<file path="config.mk">
export PLATFORM = sky130hd
export DESIGN_NAME = vpcrc_sig_unit
export DESIGN_NICKNAME = d
export VERILOG_FILES = /design/src/rtl/vpcrc_pkg.sv /design/src/rtl/vpcrc_src_mux.sv /design/src/rtl/vpcrc_arm.sv /design/src/rtl/vpcrc_lfsr.sv /design/src/rtl/vpcrc_sig_unit.sv
export SDC_FILE = /design/constraint.sdc
export NUM_CORES = 1
export LEC_CHECK = 0
export ABC_AREA = 1
export ABC_CLOCK_PERIOD_IN_PS = 3120
export BUFFER_PORTS_ARGS = -buffer_cell sky130_fd_sc_hd__buf_2
export CAP_MARGIN = 20
export CORE_ASPECT_RATIO = 1.5
export CORE_UTILIZATION = 49
export DETAILED_ROUTE_END_ITERATION = 8
export GPL_ROUTABILITY_DRIVEN = 1
export PLACE_DENSITY = 0.81
export SETUP_SLACK_MARGIN = 0.1
export SYNTH_ARGS = -nofsm -noshare
export SYNTH_HDL_FRONTEND = slang
export SYNTH_HIERARCHICAL = 1
export SYNTH_SLANG_ARGS = --single-unit
</file>
<file path="constraint.sdc">
create_clock -name clk -period 3.12 [get_ports clk]
set_clock_uncertainty 0.1 [all_clocks]
set_input_delay 0.312 -clock clk [delete_from_list [all_inputs] [get_ports clk]]
set_output_delay 0.312 -clock clk [all_outputs]
set_load 0.02 [all_outputs]
</file>
<file path="src/rtl/vpcrc_pkg.sv">
// Package: shared widths and defaults for the pixel CRC signature unit.
// Assumes a 24-bit signature with one pixel per clock.
package vpcrc_pkg;
    localparam int SIG_W = 24;
    localparam logic [SIG_W-1:0] SEED_VAL = 24'h000001;
    localparam logic [SIG_W-1:0] DEF_POLY = 24'hC20001;
    typedef logic [SIG_W-1:0] sig_t;

    // One parallel step: shift left with polynomial feedback, then XOR the pixel.
    function automatic sig_t crc_next(input sig_t s, input sig_t pix, input sig_t poly);
        sig_t sh;
        sh = {s[SIG_W-2:0], 1'b0};
        if (s[SIG_W-1]) sh = sh ^ poly;
        return sh ^ pix;
    endfunction
endpackage

</file>
<file path="src/rtl/vpcrc_src_mux.sv">
// Source mux: picks the pixel stream and its valid from the select bit.
// Assumes both streams are already aligned to clk. Purely combinational.
module vpcrc_src_mux #(
    parameter int W = 24
) (
    input  logic         sel,
    input  logic         a_valid,
    input  logic [W-1:0] a_pix,
    input  logic         b_valid,
    input  logic [W-1:0] b_pix,
    output logic         o_valid,
    output logic [W-1:0] o_pix
);
    // sel=1 chooses stream a (pre-scaler), else stream b (final output)
    always_comb begin
        o_valid = sel ? a_valid : b_valid;
        o_pix   = sel ? a_pix   : b_pix;
    end
endmodule

</file>
<file path="src/rtl/vpcrc_arm.sv">
// Arm control: tracks vblank and arms capture on its first rising edge after enable.
// Assumes vblank is synchronous to clk. Dropping enable disarms at once.
module vpcrc_arm (
    input  logic clk,
    input  logic rst_n,
    input  logic en,
    input  logic vblank,
    output logic window
);
    logic vb_q;
    logic armed;
    logic vb_rise;

    // Detect a low-to-high transition of vblank
    always_comb vb_rise = vblank & ~vb_q;

    // Capture window: enabled and armed, or arming in this very cycle
    always_comb window = en & (armed | vb_rise);

    // Delay line for vblank and the armed flag
    always_ff @(posedge clk) begin
        if (!rst_n) begin
            vb_q  <= 1'b0;
            armed <= 1'b0;
        end else begin
            vb_q <= vblank;
            if (!en)          armed <= 1'b0;
            else if (vb_rise) armed <= 1'b1;
        end
    end


    arm_drop_chk: assert property (@(posedge clk) disable iff (!rst_n)
        !en |=> !armed);

    arm_edge_chk: assert property (@(posedge clk) disable iff (!rst_n)
        $rose(armed) |-> ($past(vblank) && !$past(vb_q) && $past(en)));
endmodule

</file>
<file path="src/rtl/vpcrc_lfsr.sv">
// Signature register: seeds while disabled, steps the parallel CRC on each strobe.
// Assumes step is only asserted inside the capture window.
module vpcrc_lfsr
    import vpcrc_pkg::*;
#(
    parameter sig_t POLY = DEF_POLY,
    parameter sig_t SEED = SEED_VAL
) (
    input  logic clk,
    input  logic rst_n,
    input  logic en,
    input  logic step,
    input  sig_t pix,
    output sig_t sig
);
    // Seed on reset or disable, otherwise fold the pixel when stepping
    always_ff @(posedge clk) begin
        if (!rst_n || !en) sig <= SEED;
        else if (step)     sig <= crc_next(sig, pix, POLY);
    end


    seed_hold_chk: assert property (@(posedge clk) disable iff (!rst_n)
        !en |=> (sig == SEED));

    idle_hold_chk: assert property (@(posedge clk) disable iff (!rst_n)
        (en && !step) |=> (sig == $past(sig)));
endmodule

</file>
<file path="src/rtl/vpcrc_sig_unit.sv">
// Top: video pixel CRC signature unit. Selects a stream, arms on vblank and runs the CRC.
// Assumes all inputs are synchronous to the pixel clock; the reset is synchronous, active low.
module vpcrc_sig_unit
    import vpcrc_pkg::*;
#(
    parameter sig_t POLY = DEF_POLY
) (
    input  logic             clk,
    input  logic             rst_n,
    input  logic             sig_en,
    input  logic             src_sel,
    input  logic             vblank,
    input  logic             pre_valid,
    input  logic [SIG_W-1:0] pre_pix,
    input  logic             fin_valid,
    input  logic [SIG_W-1:0] fin_pix,
    output logic [SIG_W-1:0] sig
);
    logic px_valid;
    sig_t px_data;
    logic window;
    logic step;

    vpcrc_src_mux #(.W(SIG_W)) u_mux (
        .sel(src_sel), .a_valid(pre_valid), .a_pix(pre_pix),
        .b_valid(fin_valid), .b_pix(fin_pix),
        .o_valid(px_valid), .o_pix(px_data)
    );

    vpcrc_arm u_arm (
        .clk(clk), .rst_n(rst_n), .en(sig_en), .vblank(vblank), .window(window)
    );

    // Step only on valid pixels inside the capture window
    always_comb step = window & px_valid;

    vpcrc_lfsr #(.POLY(POLY), .SEED(SEED_VAL)) u_lfsr (
        .clk(clk), .rst_n(rst_n), .en(sig_en), .step(step), .pix(px_data), .sig(sig)
    );


    src_idle_chk: assert property (@(posedge clk) disable iff (!rst_n)
        (sig_en && (src_sel ? !pre_valid : !fin_valid)) |=> (sig == $past(sig)));
endmodule

</file>
* Yosys cells after proc, flatten, opt, wreduce, memory -nomap -nowiden
Index checks and enable logic that the tools add are counted.
** Operators by class
- Multiplexer cells :: 5
- Bitwise operators :: 7
- Reductions and logical operators :: 4
** Operators with widths (number)
- 24-bit two-way mux :: 4
- 24-bit XOR :: 1
- 4-bit inverter :: 1
- 1-bit AND :: 3
- 1-bit logical NOT :: 2
- 2-bit AND reduction :: 1
- 1-bit logical OR :: 1
- 1-bit two-way mux :: 1
- 1-bit inverter :: 1
- 1-bit bitwise OR :: 1
** Word-level totals
- Flip-flop bits (word level) :: 26
- Input bits :: 55
- Output and inout bits :: 24
- Logic and storage cells :: 19

* Longest topological paths before layout
- Depth after elaboration :: 8
- Depth in mapped cells :: 12
- Depth with buffers taken out :: 10

* By module
The synthesis kept the hierarchy.
** Modules (own cells, without submodules)
- vpcrc_lfsr :: instances 1, cells each 166, area an instance 1194.9 µm², seq. area each 480.5 µm²
- vpcrc_src_mux :: instances 1, cells each 81, area an instance 339.1 µm², seq. area each 0.0 µm²
- vpcrc_arm :: instances 1, cells each 11, area an instance 76.3 µm², seq. area each 40.0 µm²
- vpcrc_sig_unit :: instances 1, cells each 2, area an instance 7.5 µm², seq. area each 0.0 µm²

* Worst setup path before layout
Ideal clock, no wire load.
- Path kind :: input -> register
- Start :: input src_sel
- End :: register u_lfsr.sig[10]
- Setup time :: 0.113 ns
- Data arrival time :: 1.159 ns
- Data required time :: 2.907 ns
- Slack :: 1.748 ns
- Stages on the path :: 10
- Buffers on the path :: 2
- Cells stage by stage :: buf_6 > inv_6 > nand2_1 > nand2_1 > nand2_1 > inv_1 > inv_2 > buf_6 > o21ai_1 > inv_1
** On the way
- Longest elaborated chain between the ends :: 2
- Elaborated cells between the ends (all ways) :: 4
- Classes of those cells :: 2 x mux; 2 x bitwise
** RTL lines
- from (decl) :: RTL line vpcrc_sig_unit.sv:11 : input logic src_sel,
- 1-bit two-way mux :: RTL line vpcrc_src_mux.sv:16 : o_valid = sel ? a_valid : b_valid;
- net px_valid :: RTL line vpcrc_sig_unit.sv:19 : logic px_valid;
- 1-bit AND :: RTL line vpcrc_sig_unit.sv:35 : always_comb step = window & px_valid;
- net step :: RTL line vpcrc_sig_unit.sv:22 : logic step;
- to (signal assigned) :: RTL line vpcrc_lfsr.sv:19 : else if (step) sig <= crc_next(sig, pix, POLY);
- to (decl) :: RTL line vpcrc_lfsr.sv:14 : output sig_t sig
The timed path passes the listed nets, and every way through them passes these cells.
A chain may end at the register's enable or synchronous reset.

* Worst setup path in the final report
- Start :: input src_sel
- End :: register u_lfsr.sig[16]
The elaborated chain is that of the path after synthesis.

==> key figures <==
Critical path
  • Slowest cell on the critical path: buf_2
  • Worst EP arrival: 1.91 ns
  • Crit Path Max Fanout: 26
  • WP data required: 3.19 ns
  • Slowest Stage Delay on Critical Path: 0.39 ns
  • Crit path top cell by count: nand2_1
  • Critical path class: in -> reg
  • CP Launch Type: input port
  • FF-to-FF path depth: 10
  • Flop-to-flop setup slack: 1.50 ns
  • Crit path cell chain: buf_2, inv_6, nand2_1, nand2_1, nand2_1, inv_1, buf_4, inv_2, a21oi_1, o21ai_1, inv_1
  • Worst Setup End Kind: flop
  • Reg-to-reg endpoint: u_lfsr/sig[0]$_SDFFE_PP1P_
  • Crit. Startpoint: src_sel
  • FF-to-FF Start: u_arm/vb_q$_SDFF_PN0_

GRT
  • Largest net degree at the start of global routing: 27
  • Grt ovf: 0
  • Initial antenna violation count: 0
  • First-pass GRT wire length: 6200 um
  • GR Util All Layers: 0.218
  • Vias in the first global route: 1545

Job
  • Max Cap Viol: 0

STA
  • Worst slew margin: 0.460
  • Final setup violation count: 0
  • RSZ-0062 raised after global routing: false
  • Hold Vio Cnt, Final: 0
  • Min Tclk post-route: 1.84 ns
  • Max-slew violations: 0
  • Fin crit share: 0.591
  • Setup TNS: 0 ns
  • Worst Max-Slew Pin Slew: 0.809 ns
  • F_max: 542 MHz

Detailed routing
  • ANT nets after route: 0
  • Final wirelength: 3620 um
  • DRC: 0
  • Vias: 1699
  • WL per Instance: 9.73 um
  • Vias per std cell: 4.57
  • DRT Pass-1 Iters: 4
  • Initial drt markers: 54

Power
  • Sequential Power Share: 0.488
  • Leakage: 1.31 nW
  • Switching fraction of total power: 0.276
  • NetSw: 0.196 mW
  • Clock power frac: 0.307
  • Pwr dens: 353 nW/um2
  • VDD IR-drop max: 293 uV
  • Final Power: 0.712 mW
  • Internal power: 0.516 mW
  • Power share of the combinational group: 0.206

Floorplan
  • Die width: 48.9 um
  • Initial Util: 0.512
  • Die height: 72.4 um
  • Die ar.: 3540 um2
  • Total core area: 3160 um2
  • Cell row count: 25
  • Number of top-level pins: 79

Yosys
  • Yosys top cell area share: 0.322
  • Main synth FF type: dfxtp_1
  • Area share of xor/xnor cells in the synthesized design: 0.108
  • Synth Area in Adders: 0
  • Post-Synthesis Cells: 260
  • Post-synth EDFFs: 0
  • Synth cell count leaders: nand2_1 (93), nor2_1 (39), inv_1 (34), dfxtp_1 (26), xor2_1 (20)
  • Syn. warnings: 6
  • Biggest area consumer among synthesized cells: dfxtp_1
  • Synth top area cells: dfxtp_1 (32%), nand2_1 (22%), xor2_1 (11%), nor2_1 (9.0%), inv_1 (7.9%)
  • Syn nets: 315
  • Simple-Gate Fraction of Synth Area: 0.322
  • Multiplexer area fraction after synthesis: 0
  • Async SR Flop Fraction: 0
  • Compound-Gate Fraction of Synth Area: 0.0974
  • Largest family of logic cells by synthesized area: simple AND/OR/NAND/NOR gates
  • Synth Register Bits: 26
  • Top-count cell post-synth: nand2_1
  • Sequential cell area fraction in the yosys report: 0.322
  • Netlist Area Pre-Place: 1620 um2
  • Synth unique cells: 17
  • Synth Area per Inst: 6.22 um2

Placement
  • Post-DP HPWL: 2670 um
  • Gpl congestion: 0.762
  • Port bufs: 78

Final layout
  • N_diodes: 0
  • Area Growth Syn to Fin: 24.7%
  • Ratio of cells with drive above 1 in the final layout: 0.259
  • Final #Nets: 388

CTS
  • CTS buffer count: 3
  • CTS resizes: 0
  • Clock slew at reported path FFs: 0.09 ns
  • CTS tree: built
  • Worst-Skew Late Latency: 0.27 ns
  • Clock sink count: 26
  • H-Tree Depth: 1
  • Cts hold-fix bufs: 0
  • CTS Buffer Depth: 2
  • Root Buffer: clkbuf_8
  • Post-CTS setup repair buffer count: 0

Min path
  • Worst hold path stage count: 3
  • Hold Startpoint: vblank
  • End of the worst hold path: u_arm/vb_q$_SDFF_PN0_
  • HP Class: in -> reg

Status
  • Outcome: finished, final reports clean
## area by class of cell
| class | count | area, um2 |
|---|---|---|
| Timing Repair Buffer | 79 | 398 |
| Multi-Input combinational cell | 187 | 853 |
| Sequential cell | 26 | 520 |
| Tap cell | 40 | 50.0 |
| Clock buffer | 4 | 55.1 |
| Inverter | 36 | 140 |
| Fill cell | 336 | 1140 |
## power groups by stage
stage	Combinational [mW]	Clock, mW	Sequential, mW
5_1_grt	0.167	0.239	0.349
3_3_place_gp	0.145	0	0.355
2_1_floorplan	0.0950	0	0.363
6_report	0.146	0.218	0.347
4_1_cts	0.147	0.223	0.347
3_5_place_dp	0.147	0	0.355
## how the worst max path moves through the flow
stage / slack [ns] / cells after the start / endpoint
after floorplan: 1.75 / 10 / u_lfsr/sig[10]$_SDFFE_PP0P_
after global placement: 1.01 / 11 / u_lfsr/sig[16]$_SDFFE_PP0P_
after detailed placement: 0.96 / 11 / u_lfsr/sig[16]$_SDFFE_PP0P_
after CTS: 1.25 / 11 / u_lfsr/sig[16]$_SDFFE_PP0P_
after global routing: 1.02 / 11 / u_lfsr/sig[21]$_SDFFE_PP0P_
final: 1.28 / 11 / u_lfsr/sig[16]$_SDFFE_PP0P_
## state kept, by name, indices dropped and copies added, names as in the netlist
| name | cells |
|---|---|
| u_lfsr/sig | 24 |
| u_arm/armed | 1 |
| u_arm/vb_q | 1 |
## layout by cell type (no fill, tap or decap)
cell,n
a21oi_1,6
a21oi_2,1
a31oi_1,1
buf_2,78
buf_4,1
clkbuf_8,4
dfxtp_1,26
inv_1,34
inv_2,1
inv_6,1
nand2_1,93
nand3_1,5
nor2_1,39
o21ai_0,2
o21ai_1,19
o21bai_1,1
xor2_1,20
## layer usage
layer | vias to the layer above | track usage | routed length [um]
met3 | 2 | 0.0273 | 114
li1 | 913 | - | -
met4 | 0 | 0.0588 | 27
met5 | - | 0 | 0
met1 | 744 | 0.234 | 1530
met2 | 40 | 0.437 | 1950
## critical path: cells and delay by family
| kind | cells | cell delay (ns) |
|---|---|---|
| AND/OR/NAND/NOR | 3 | 0.19 |
| buffers and inverters | 6 | 1.18 |
| AO/OA/AOI/OAI | 2 | 0.22 |
## cells by family (layout without fill, tap and decap cells)
family | count (synthesis) | after routing
simple gates | 137 | 137
xor+xnor | 20 | 20
compound gates | 30 | 30
buf+inv | 47 | 119
flops | 26 | 26
## stage by stage
stage,instance area [um2],utilization,worst slack (ns),hold WS (ns),std cells
after global routing,2020,0.638,1.02,0.166,372
after floorplan,1620,-,1.75,0.305,260
after global placement,1960,0.621,1.01,0.347,368
final,2020,0.638,1.28,0.130,372
after CTS,2020,0.638,1.25,0.125,372
after detailed placement,1960,0.621,0.964,0.347,368
(Power assumes the default switching activity.)
